**src/rtl/dts_pkg.sv**
```systemverilog
package dts_pkg;
  localparam int NCH    = 3;
  localparam int CODE_W = 4;
  localparam int DATA_W = 8;
  localparam int NSTAGE = 3;

  // stage encoding on state_o
  localparam logic [1:0] ST_IDLE  = 2'b00;
  localparam logic [1:0] ST_ONE   = 2'b01;
  localparam logic [1:0] ST_TWO   = 2'b10;
  localparam logic [1:0] ST_THREE = 2'b11;

  // destination of one channel under one code
  localparam logic [1:0] TG_NONE  = 2'd0;
  localparam logic [1:0] TG_TWO   = 2'd1;
  localparam logic [1:0] TG_THREE = 2'd2;
  localparam logic [1:0] TG_FINAL = 2'd3;

  function automatic logic [1:0] code_target(input logic [CODE_W-1:0] code, input int ch);
    logic [1:0] t;
    t = TG_NONE;
    case (code)
      4'b0000: t = TG_FINAL;
      4'b0001: if (ch == 1) t = TG_THREE;
      4'b0010: if (ch == 2) t = TG_TWO;
      4'b0011: if (ch == 1) t = TG_TWO;
      4'b0100: if (ch == 0) t = TG_TWO;   else if (ch == 1) t = TG_THREE;
      4'b0101: if (ch == 0) t = TG_FINAL; else if (ch == 1) t = TG_THREE;
      4'b0110: if (ch == 0) t = TG_TWO;   else if (ch == 2) t = TG_THREE;
      4'b0111: if (ch <= 1) t = TG_TWO;
      4'b1001: if (ch == 0) t = TG_THREE;
      default: t = TG_NONE;
    endcase
    return t;
  endfunction
endpackage

```
**src/rtl/dts_route.sv**
```systemverilog
module dts_route
  import dts_pkg::*;
#(
  parameter int SELF = 1  // 1, 2 or 3: the stage this decoder serves
) (
  input  logic [CODE_W-1:0] code,
  input  logic [NCH-1:0]    hits,
  output logic              go,
  output logic [1:0]        tgt,
  output logic [NCH-1:0]    win
);
  logic [1:0]     tg [NCH];
  logic [NCH-1:0] cand;
  logic [NCH-1:0] cand_neg;
  logic           self_hit;

  for (genvar ch = 0; ch < NCH; ch++) begin : g_ch
    assign tg[ch]   = code_target(code, ch);
    assign cand[ch] = hits[ch] && (tg[ch] != TG_NONE);
  end

  // lowest-numbered candidate wins
  assign cand_neg = ~cand + {{(NCH-1){1'b0}}, 1'b1};
  assign win      = cand & cand_neg;

  always_comb begin
    tgt = TG_NONE;
    for (int ch = 0; ch < NCH; ch++)
      if (win[ch]) tgt = tg[ch];
  end

  assign self_hit = ((SELF == 2) && (tgt == TG_TWO)) ||
                    ((SELF == 3) && (tgt == TG_THREE));
  assign go       = (|win) && !self_hit;
endmodule

```
**src/rtl/dts_regbank.sv**
```systemverilog
module dts_regbank
  import dts_pkg::*;
#(
  parameter int                ADDR_W   = 8,
  parameter logic [ADDR_W-1:0] SEQ_ADDR = 8'h3A
) (
  input  logic                     clk,
  input  logic                     rst_n,
  input  logic                     armed,
  input  logic [1:0]               bank,
  input  logic [ADDR_W-1:0]        addr,
  input  logic                     wr,
  input  logic [DATA_W-1:0]        wdata,
  input  logic                     final_flag,
  input  logic [NCH-1:0]           cause,
  output logic [NSTAGE*CODE_W-1:0] ctrl_flat,
  output logic [DATA_W-1:0]        rdata
);
  localparam int PAD = DATA_W - CODE_W;

  logic [CODE_W-1:0] ctrl_q [NSTAGE];
  logic              hit;
  logic              wr_ok;

  assign hit   = (addr == SEQ_ADDR);
  assign wr_ok = wr && hit && !armed && (bank != 2'b11);

  always_ff @(posedge clk or negedge rst_n) begin
    if (!rst_n) begin
      for (int k = 0; k < NSTAGE; k++) ctrl_q[k] <= '0;
    end else if (wr_ok) begin
      for (int k = 0; k < NSTAGE; k++)
        if (bank == 2'(k)) ctrl_q[k] <= wdata[CODE_W-1:0];
    end
  end

  for (genvar k = 0; k < NSTAGE; k++) begin : g_flat
    assign ctrl_flat[k*CODE_W +: CODE_W] = ctrl_q[k];
  end

  always_comb begin
    rdata = '0;
    if (hit) begin
      case (bank)
        2'b00:   rdata = {{PAD{1'b0}}, ctrl_q[0]};
        2'b01:   rdata = {{PAD{1'b0}}, ctrl_q[1]};
        2'b10:   rdata = {{PAD{1'b0}}, ctrl_q[2]};
        default: rdata = {{(DATA_W-NCH-1){1'b0}}, final_flag, cause};
      endcase
    end
  end
endmodule

```
**src/rtl/dts_fsm.sv**
```systemverilog
module dts_fsm
  import dts_pkg::*;
(
  input  logic           clk,
  input  logic           rst_n,
  input  logic           arm,
  input  logic           disarm,
  input  logic           go,
  input  logic [1:0]     tgt,
  input  logic [NCH-1:0] win,
  output logic [1:0]     state,
  output logic           armed,
  output logic           final_flag,
  output logic [NCH-1:0] cause
);
  always_ff @(posedge clk or negedge rst_n) begin
    if (!rst_n) begin
      state      <= ST_IDLE;
      armed      <= 1'b0;
      final_flag <= 1'b0;
      cause      <= '0;
    end else if (disarm) begin
      state <= ST_IDLE;
      armed <= 1'b0;
    end else if (arm) begin
      state      <= ST_ONE;
      armed      <= 1'b1;
      final_flag <= 1'b0;
      cause      <= '0;
    end else if (armed && go) begin
      case (tgt)
        TG_TWO:   state <= ST_TWO;
        TG_THREE: state <= ST_THREE;
        TG_FINAL: begin
          state      <= ST_IDLE;
          armed      <= 1'b0;
          final_flag <= 1'b1;
          cause      <= win;
        end
        default:  state <= state;
      endcase
    end
  end
endmodule

```
**src/rtl/dts_seq.sv**
```systemverilog
module dts_seq
  import dts_pkg::*;
#(
  parameter int                ADDR_W   = 8,
  parameter logic [ADDR_W-1:0] SEQ_ADDR = 8'h3A
) (
  input  logic              clk,
  input  logic              rst_n,
  input  logic              arm_i,
  input  logic              disarm_i,
  input  logic [2:0]        match_i,
  input  logic [2:0]        match_en_i,
  input  logic [1:0]        bank_sel_i,
  input  logic [ADDR_W-1:0] reg_addr_i,
  input  logic              reg_wr_i,
  input  logic [7:0]        reg_wdata_i,
  output logic [7:0]        reg_rdata_o,
  output logic              armed_o,
  output logic [1:0]        state_o,
  output logic              final_o
);
  logic [NSTAGE*CODE_W-1:0] ctrl_flat;
  logic [NCH-1:0]           hits;
  logic [NCH-1:0]           cause;
  logic                     r_go  [NSTAGE];
  logic [1:0]               r_tgt [NSTAGE];
  logic [NCH-1:0]           r_win [NSTAGE];
  logic                     sel_go;
  logic [1:0]               sel_tgt;
  logic [NCH-1:0]           sel_win;

  assign hits = match_i & match_en_i;

  dts_regbank #(.ADDR_W(ADDR_W), .SEQ_ADDR(SEQ_ADDR)) u_regs (
    .clk(clk), .rst_n(rst_n), .armed(armed_o), .bank(bank_sel_i),
    .addr(reg_addr_i), .wr(reg_wr_i), .wdata(reg_wdata_i),
    .final_flag(final_o), .cause(cause), .ctrl_flat(ctrl_flat),
    .rdata(reg_rdata_o)
  );

  for (genvar k = 0; k < NSTAGE; k++) begin : g_route
    dts_route #(.SELF(k + 1)) u_route (
      .code(ctrl_flat[k*CODE_W +: CODE_W]), .hits(hits),
      .go(r_go[k]), .tgt(r_tgt[k]), .win(r_win[k])
    );
  end

  always_comb begin
    sel_go  = 1'b0;
    sel_tgt = TG_NONE;
    sel_win = '0;
    for (int k = 0; k < NSTAGE; k++)
      if (state_o == 2'(k + 1)) begin
        sel_go  = r_go[k];
        sel_tgt = r_tgt[k];
        sel_win = r_win[k];
      end
  end

  dts_fsm u_fsm (
    .clk(clk), .rst_n(rst_n), .arm(arm_i), .disarm(disarm_i),
    .go(sel_go), .tgt(sel_tgt), .win(sel_win),
    .state(state_o), .armed(armed_o), .final_flag(final_o), .cause(cause)
  );
endmodule

```
**config.mk**
```make
export PLATFORM = sky130hd
export DESIGN_NAME = dts_seq
export DESIGN_NICKNAME = d
export VERILOG_FILES = /design/src/rtl/dts_pkg.sv /design/src/rtl/dts_route.sv /design/src/rtl/dts_regbank.sv /design/src/rtl/dts_fsm.sv /design/src/rtl/dts_seq.sv
export SDC_FILE = /design/constraint.sdc
export NUM_CORES = 1
export LEC_CHECK = 0
export BUFFER_PORTS_ARGS = -buffer_cell sky130_fd_sc_hd__buf_2
export CORE_MARGIN = 4
export CORE_UTILIZATION = 42
export CTS_CLUSTER_DIAMETER = 30
export CTS_CLUSTER_SIZE = 25
export DETAILED_ROUTE_END_ITERATION = 10
export GPL_ROUTABILITY_DRIVEN = 1
export PLACE_DENSITY = 0.74
export SLEW_MARGIN = 30
export SYNTH_ARGS = -nofsm -noshare
export SYNTH_HDL_FRONTEND = slang
export SYNTH_SLANG_ARGS = --single-unit
```
**constraint.sdc**
```tcl
create_clock -name clk -period 4.1 [get_ports clk]
set_input_delay 0.615 -clock clk [delete_from_list [all_inputs] [get_ports clk]]
set_output_delay 0.615 -clock clk [all_outputs]
set_load 0.1 [all_outputs]
```
==> results_dict.tcl, run 1 <==
set metrics [dict create \
    status "completed" \
    synth_cells 191 \
    core-area_um2 4000 \
    dp_hpwl_um 3320 \
    synth_ff_type "dfrtp_1" \
    finalHoldViolCount 0 \
    drc 0 \
    yosysTopAreaCellShare 0.273 \
    num_vias 1622 \
    end_kind "flop" \
    fin_util 0.489 \
    cp_max_fo 10 \
    critPathKind "flop to flop" \
    arrival_ns 3.51 \
    synth.distinct_cells 66 \
    postCtsHoldBufs 0 \
    root_buffer "clkbuf_8" \
    die_w_um 72.4 \
    synth_area_leaders "dfrtp_1 27%, mux2_2 7.1%, mux4_2 5.2%" \
    first_iter_violations 130 \
    setup_viol 0 \
    power_w 0.000426 \
    fin_setup_tns_ns 0 \
    portBuffers 32 \
    synth.largest_area_cell "dfrtp_1" \
    initial_core_util 0.435 \
    nFillCells 399 \
    drt_pass1_iterations 4 \
    syn_avg_cell_area_um2 9.11 \
    tightestPinTransition_ns 0.605 \
    cts_tree "yes" \
    async_flop_share 1.00 \
    first_global_vias 1618 \
    ys_ff_latch 19 \
    fmax_mhz 297 \
    cts_sinks 19 \
    area_delta_synth_final_pct 12.4 \
    cp.required_ns 4.24 \
    finalCritPeriodShare 0.821 \
    clock_skew_ns 0.00783 \
    grt_pass1_wl_um 7600 \
    postCtsSetupBuffers 0 \
    slew_viol_final 0 \
    die_h_um 72.4 \
    yosysMostFrequentCell "dfrtp_1" \
    rsz0062_at_grt "false" \
    synth_edf_count 0 \
    fin_cells 268 \
    layout.nets 251 \
    ios 41 \
    drive_gt1_frac 0.303 \
    crit_path_start_kind "flop" \
    hold_path.class "input pin to asynchronous set/reset pin" \
    antenna_cells 0 \
    cts_resized 0 \
    p_per_area_nw_per_um2 218 \
    vdd_drop_max_v 0.000197 \
    ant_nets 0 \
    cellLeakagePower_nw 0.825 \
    finalWorstPathRequiredPeriod_ns 3.37 \
    yosys_warnings 0 \
    clk_path_buf_depth 2 \
    gr-usage-all-layers 0.183 \
    insertion_delay_ns 0.26 \
    antenna_found_initial 0 \
    global_route.overflow_total 0 \
    viasPerCell 6.05 \
    grt_max_degree 20 \
    cap_violations 0 \
    wl_per_cell_um 16.6 \
    place_inst 264 \
    yosysSeqAreaShare 0.273 \
    cts_htree_levels 1 \
    cts_buffers 3 \
    design.die.area_um2 5230 \
    synthTopCellsByCount "19 x dfrtp_1, 15 x nor2_1, 11 x mux2_2" \
    drt_wl_total_um 4460 \
    netlist_area_um2 1740 \
    relSlewSlack 0.594 \
    clk_pin_slew_worst_paths_ns 0.08 \
    gp_congestion 0.929 \
    rows 23 \
]
[routing by layer]
| layer | vias to the layer above | share of wire | wire length, um | global-route usage |
|---|---|---|---|---|
| met1 | 762 | 0.45 | 2000 | 0.247 |
| li1 | 780 | - | - | - |
| met4 | 0 | 0.020 | 89 | 0.0752 |
| met2 | 71 | 0.46 | 2050 | 0.293 |
| met5 | - | 0 | 0 | 0 |
| met3 | 9 | 0.072 | 322 | 0.0249 |
[cells by family after synthesis]
logic type	after synthesis	share of synthesized area
AO/OA/AOI/OAI	49	0.228
adder cells (fa/ha/maj)	3	0.0216
other	1	0.00216
buffers and inverters	23	0.0683
multiplexers	16	0.129
XOR/XNOR	2	0.0101
AND/OR/NAND/NOR	78	0.268
flip-flops	19	0.273
[layout by cell type, fill, tap and decap left out, drive strengths merged, types with 2 or more instances in the layout]
master and instances:
buf 35, dfrtp 19, nor2 15, mux2 11, nand2 10, nor3 9
o21ai 8, inv 8, nor2b 8, nor4bb 4, nor4 4, mux4 4
o211ai 4, conb 4, and2 3, o31ai 3, o21ba 3, nand2b 3
and3 3, a21oi 3, a32oi 3, ha 3, clkbuf 3, o32ai 3
or2 3, nand4bb 2, o22ai 2, nand3 2, a211o 2, nand4 2
or3b 2, a22oi 2, o41ai 2
[state kept, by name, summed over array words and instances, names as in the netlist]
name and flops:
u_fsm.final_flag 1, u_fsm.state 2, u_fsm.cause 3, u_fsm.armed 1
u_regs.ctrl_flat 12
[final cells by class]
class	count	area, um2	area share
Clock buffer	3	41.3	0.0211
Tap cell	50	62.6	0.0320
Clock inverter	1	7.51	0.00384
Timing Repair Buffer	35	183	0.0934
Inverter	8	30.0	0.0154
Multi-Input combinational cell	152	1160	0.591
Sequential cell	19	475	0.243
[report_power, final]
group | internal (W) | switching, W
Sequential | 0.000190 | 0.00000688
Clock | 0.0000687 | 0.0000665
Combinational | 0.0000311 | 0.0000631
Total | 0.000290 | 0.000136
[metrics by stage]
step	cell area (um2)	hold WS, ns	setup WS (ns)
floorplan	1750	0.319	0.830
global placement	1910	0.518	0.659
detailed placement	1910	0.518	0.612
CTS	1960	0.288	0.760
global route	1960	0.301	0.448
finish	1960	0.275	0.733
[critical path: stages, from the launching register on]
cell and delay, ns:
dfrtp_1 0.57, nor4bb_1 0.51, o31a_1 0.22, o32a_1 0.23, nor2_1 0.05, or3_1 0.34
o31ai_1 0.12, ha_1 0.25, inv_1 0.04, a211o_1 0.30, or2_4 0.26, a311o_1 0.35
[path summary, 6_finish.rpt]
path / startpoint / endpoint / slack, ns / cells past startpoint
max reg2reg: u_regs.ctrl_flat[11]$_DFFE_PN0P_ / u_fsm.cause[0]$_DFFE_PN0P_ / 0.73 / 11
max: u_regs.ctrl_flat[11]$_DFFE_PN0P_ / u_fsm.cause[0]$_DFFE_PN0P_ / 0.73 / 11
min reg2reg: u_fsm.cause[0]$_DFFE_PN0P_ / u_fsm.cause[0]$_DFFE_PN0P_ / 0.56 / 1
max in group asynchronous: rst_n / u_fsm.cause[1]$_DFFE_PN0P_ / 3.53 / 1
min: rst_n / u_regs.ctrl_flat[0]$_DFFE_PN0P_ / 0.27 / 1
min in group clk: u_fsm.cause[0]$_DFFE_PN0P_ / u_fsm.cause[0]$_DFFE_PN0P_ / 0.56 / 1
Power figures use the tool's default switching activity.
==> run 2: changes to the inputs <==
ABC_AREA = 1   (was not set)
PLACE_DENSITY = 0.77   (was 0.74)
clock period = 2.9 ns   (was 4.1 ns; I/O delays follow)
==> results_dict.tcl, run 2 <==
set metrics [dict create \
    syn_avg_cell_area_um2 6.50 \
    synth.largest_area_cell "dfrtp_1" \
    crit_path_start_kind "flop" \
    slew_viol_final 0 \
    initial_core_util 0.449 \
    synth_ff_type "dfrtp_1" \
    gr-usage-all-layers 0.167 \
    setup_viol 0 \
    cts_buffers 3 \
    rsz0062_at_grt "false" \
    cts_htree_levels 1 \
    synth_area_leaders "dfrtp_1 28%, nand2_1 16%, inv_1 7.0%" \
    r2r_end "u_fsm.cause[0]$_DFFE_PN0P_" \
    drive_gt1_frac 0.231 \
    cellLeakagePower_nw 1.00 \
    dr_wl_met2_um 1820 \
    cts_resized 0 \
    die_h_um 71.7 \
    yosys_warnings 0 \
    design_area_um2 1950 \
    core-area_um2 3800 \
    top_layer_used "met4" \
    p_per_area_nw_per_um2 380 \
    area_delta_synth_final_pct 14.5 \
    yosysTopAreaCellShare 0.279 \
    num_vias 1748 \
    hold_path.class "input pin to asynchronous set/reset pin" \
    critPathKind "flop to flop" \
    multi_input_area_um2 1060 \
    final_common_cell "nand2_1" \
    root_buffer "clkbuf_8" \
    rows 22 \
    clock_skew_ns 0.000507 \
    cap_violations 0 \
    synth_cells 262 \
    ant_nets 0 \
    fmax_mhz 404 \
    dp_hpwl_um 3270 \
    cp_max_fo 8 \
    clk_path_buf_depth 2 \
    wl_per_cell_um 12.0 \
    postCtsHoldBufs 0 \
    pre_cts_ws_ns 0.455 \
    cts_tree "yes" \
    antenna_cells 0 \
    ys_ff_latch 19 \
    reg2reg_setup_slack_ns 0.43 \
    vdd_drop_max_v 0.000270 \
    drt_wl_total_um 4100 \
    ff2ff_path_depth 17 \
    synthTopCellsByCount "74 x nand2_1, 32 x inv_1, 27 x nor2_1" \
    finalWorstPathRequiredPeriod_ns 2.47 \
    finalHoldViolCount 0 \
    placed_area_um2 1900 \
    async_flop_share 1.00 \
    finalCritPeriodShare 0.853 \
    drc 0 \
    netlist_area_um2 1700 \
    fin_cells 343 \
    place_inst 339 \
    drt_pass1_iterations 4 \
    postCtsSetupBuffers 0 \
    nFillCells 385 \
    global_route.overflow_total 0 \
    ios 41 \
    arrival_ns 2.63 \
    grt_max_degree 20 \
    first_global_vias 1637 \
    wl_met3_um 256 \
    synth_edf_count 0 \
    portBuffers 32 \
    synth.distinct_cells 39 \
    end_kind "flop" \
    insertion_delay_ns 0.26 \
    yosysSeqAreaShare 0.279 \
    fin_util 0.514 \
    viasPerCell 5.10 \
    cp.required_ns 3.06 \
    routedLengthMet1_um 1910 \
    cts_sinks 19 \
    grt_pass1_wl_um 6930 \
    final_cell_mix "74 x nand2_1, 32 x inv_1, 32 x buf_2" \
    die_w_um 71.7 \
    fin_setup_tns_ns 0 \
    design.die.area_um2 5140 \
    layout.nets 328 \
    status "completed" \
    first_iter_violations 35 \
    antenna_found_initial 0 \
    yosysMostFrequentCell "nand2_1" \
    largest_reg_flops 12 \
    clk_pin_slew_worst_paths_ns 0.07 \
    r2r_start "u_regs.ctrl_flat[3]$_DFFE_PN0P_" \
    worst_slack_ns 0.425 \
    gp_congestion 0.899 \
    register_area_um2 475 \
]
## run 2: kinds of logic (layout without fill, tap and decap cells)
kind of cell,count (synthesis),after routing,synth area share
AO/OA/AOI/OAI,45,45,0.167
adder cells (fa/ha/maj),3,3,0.0220
buffers and inverters,44,74,0.107
flip-flops,19,19,0.279
other,1,4,0.00220
AND/OR/NAND/NOR,150,150,0.423
## run 2: metal layers
layer  track usage  up-vias
met5             0        -
met4        0.0835        0
met3        0.0196        9
met2         0.267       61
met1         0.220      760
li1              -      918
## run 2: area by class of cell
type	instances	area share
repair buffers	32	0.0821
inverters	38	0.0731
flip-flops and latches	19	0.244
clock buffers	3	0.0212
multi-input cells	202	0.545
well taps	48	0.0308
clock inverters	1	0.00385
## run 2: through the flow
stage	power, W	hold WS (ns)
3_5_place_dp	0.000554	0.399
4_1_cts	0.000745	0.114
5_1_grt	0.000783	0.131
2_1_floorplan	0.000501	0.139
6_report	0.000741	0.0990
3_3_place_gp	0.000550	0.398
## run 2: worst max-delay path by stage
stage	start	endpoint	slack, ns	depth (start not counted)
5_1_grt	u_regs.ctrl_flat[3]$_DFFE_PN0P_	u_fsm.cause[2]$_DFFE_PN0P_	0.11	17
3_5_place_dp	match_i[0]	u_fsm.cause[0]$_DFFE_PN0P_	0.45	16
2_1_floorplan	reg_addr_i[0]	reg_rdata_o[2]	0.008	5
4_1_cts	u_regs.ctrl_flat[3]$_DFFE_PN0P_	u_fsm.cause[0]$_DFFE_PN0P_	0.44	17
6_report	u_regs.ctrl_flat[3]$_DFFE_PN0P_	u_fsm.cause[0]$_DFFE_PN0P_	0.43	17
3_3_place_gp	match_i[0]	u_fsm.cause[2]$_DFFE_PN0P_	0.48	16
## run 2: where the power goes
| group | leakage [nW] | internal (W) | switching [W] | total [W] |
|---|---|---|---|---|
| combinational | 0.716 | 0.0000698 | 0.000187 | 0.000257 |
| clock | 0.0217 | 0.0000970 | 0.0000953 | 0.000192 |
| sequential | 0.262 | 0.000273 | 0.0000191 | 0.000292 |
## run 2: critical path, stage by stage (launching register included)
cell and delay [ns]:
dfrtp_1 0.42, inv_1 0.17, nand2_1 0.10, nand3_1 0.11, nand2_1 0.07, nand2_2 0.14
nand3_1 0.14, o211ai_1 0.11, o211ai_1 0.11, nand2_1 0.08, o21ai_1 0.07, inv_1 0.09
ha_1 0.18, inv_1 0.10, nor2_1 0.14, nand4_2 0.16, nand3_1 0.11, nand2_1 0.06
==> run 3: changes to the inputs <==
CORE_MARGIN = 2   (was 4)
==> results_dict.tcl, run 3 (synthesis gave the netlist of run 2 again) <==
set metrics [dict create \
    viasPerCell 5.09 \
    global_route.overflow_total 0 \
    largest_reg_flops 12 \
    rows 23 \
    hold_path.class "input pin to asynchronous set/reset pin" \
    setup_viol 0 \
    first_iter_violations 71 \
    p_per_area_nw_per_um2 380 \
    nFillCells 392 \
    cellLeakagePower_nw 1.00 \
    crit_path_start_kind "flop" \
    grt_util_met2 0.308 \
    grt_pass1_wl_um 6840 \
    design.die.area_um2 4580 \
    core-area_um2 3940 \
    final_common_cell "nand2_1" \
    finalWorstPathRequiredPeriod_ns 2.47 \
    die_w_um 67.7 \
    grt_max_degree 20 \
    clock_skew_ns 0.00665 \
    num_vias 1756 \
    slowest_stage "dfrtp_1" \
    crit_chain "inv_1, nand2_1, nand3_1, nand2_1, nand2_2, nand3_1, o211ai_1, o211ai_1, nand2_1, o21ai_1, inv_1, ha_1, inv_1, nor2_1, nand4_2, nand3_1, nand2_1" \
    clk_pin_slew_worst_paths_ns 0.08 \
    critPathMaxStageDelay_ns 0.43 \
    fin_setup_tns_ns 0 \
    vdd_drop_max_v 0.000279 \
    first_global_vias 1537 \
    placed_area_um2 1900 \
    finalHoldViolCount 0 \
    dp_hpwl_um 3180 \
    met1_usage 0.284 \
    drc 0 \
    antenna_found_initial 0 \
    design_area_um2 1950 \
    die_h_um 67.7 \
    slew_viol_final 0 \
    portBuffers 32 \
    final_cell_mix "74 x nand2_1, 32 x inv_1, 32 x buf_2" \
    wl_per_cell_um 11.7 \
    fin_util 0.495 \
    end_kind "flop" \
    status "completed" \
    critPathTopFamily "simple AND/OR/NAND/NOR gates" \
    layout.nets 328 \
    cp_common_cell "nand2_1" \
    antenna_cells 0 \
    initial_core_util 0.432 \
    clk_path_buf_depth 2 \
    cts_htree_levels 1 \
    cap_violations 0 \
    critPathKind "flop to flop" \
    ios 41 \
    cts_sinks 19 \
    cts_buffers 3 \
    finalCritPeriodShare 0.851 \
    postCtsHoldBufs 0 \
    insertion_delay_ns 0.26 \
    gp_congestion 0.941 \
    arrival_ns 2.62 \
    cts_resized 0 \
    critPathBufInv 3 \
    fmax_mhz 405 \
    cts_tree "yes" \
    cp_max_fo 8 \
    grt.busiest_layer "met2" \
    drt_wl_total_um 4040 \
    cp.required_ns 3.05 \
    drive_gt1_frac 0.231 \
    rsz0062_at_grt "false" \
    drt_pass1_iterations 4 \
    postCtsSetupBuffers 0 \
    root_buffer "clkbuf_8" \
    grt_use_met3 0.0150 \
    gr-usage-all-layers 0.196 \
    area_delta_synth_final_pct 14.6 \
    ant_nets 0 \
]
[run 3: power by group]
group          leakage [nW]  total (W)  internal (W)  switching [W]
Clock                0.0217   0.000195     0.0000971      0.0000976
Combinational         0.716   0.000256     0.0000696       0.000187
Sequential            0.262   0.000291      0.000273      0.0000184
Total                  1.00   0.000742      0.000440       0.000303
[run 3: final cells by class]
type                    instances  area, um2  share of cell area
repair buffers                 32        160              0.0820
flip-flops and latches         19        475               0.243
multi-input cells             202       1060               0.545
clock inverters                 1       7.51             0.00384
inverters                      38        143              0.0730
clock buffers                   3       41.3              0.0211
well taps                      50       62.6              0.0320
[run 3: per-stage QoR]
stage | std cells | setup WS [ns] | total power [W] | hold slack (ns)
2_1_floorplan | 265 | 0.00782 | 0.000501 | 0.139
3_3_place_gp | 341 | 0.482 | 0.000549 | 0.397
3_5_place_dp | 341 | 0.459 | 0.000552 | 0.398
4_1_cts | 345 | 0.440 | 0.000743 | 0.119
5_1_grt | 345 | 0.148 | 0.000782 | 0.143
6_report | 345 | 0.433 | 0.000742 | 0.105
[run 3: path summary, 6_finish.rpt]
check	startpoint	to	slack, ns	depth (start not counted)
setup reg to reg	u_regs.ctrl_flat[3]$_DFFE_PN0P_	u_fsm.cause[2]$_DFFE_PN0P_	0.43	17
hold reg to reg	u_fsm.cause[0]$_DFFE_PN0P_	u_fsm.cause[0]$_DFFE_PN0P_	0.51	2
hold / removal	rst_n	u_fsm.state[1]$_DFFE_PN0P_	0.11	1
min in group clk	reg_wdata_i[3]	u_regs.ctrl_flat[11]$_DFFE_PN0P_	0.45	3
max in group asynchronous	rst_n	u_fsm.cause[1]$_DFFE_PN0P_	2.49	1
setup / recovery	u_regs.ctrl_flat[3]$_DFFE_PN0P_	u_fsm.cause[2]$_DFFE_PN0P_	0.43	17
[run 3: worst reg2reg max path, cell delays in order (launching register included)]
cell and delay, ns:
dfrtp_1 0.43, inv_1 0.17, nand2_1 0.09, nand3_1 0.11
nand2_1 0.08, nand2_2 0.14, nand3_1 0.15, o211ai_1 0.12
o211ai_1 0.11, nand2_1 0.07, o21ai_1 0.07, inv_1 0.09
ha_1 0.18, inv_1 0.10, nor2_1 0.13, nand4_2 0.15
nand3_1 0.10, nand2_1 0.06
[run 3: metal layers]
layer | routed length (um) | share of wire | up-vias
met5 | 0 | 0 | -
met4 | 41 | 0.010 | 0
met3 | 201 | 0.050 | 4
met2 | 1840 | 0.46 | 62
met1 | 1950 | 0.48 | 773
li1 | - | - | 917
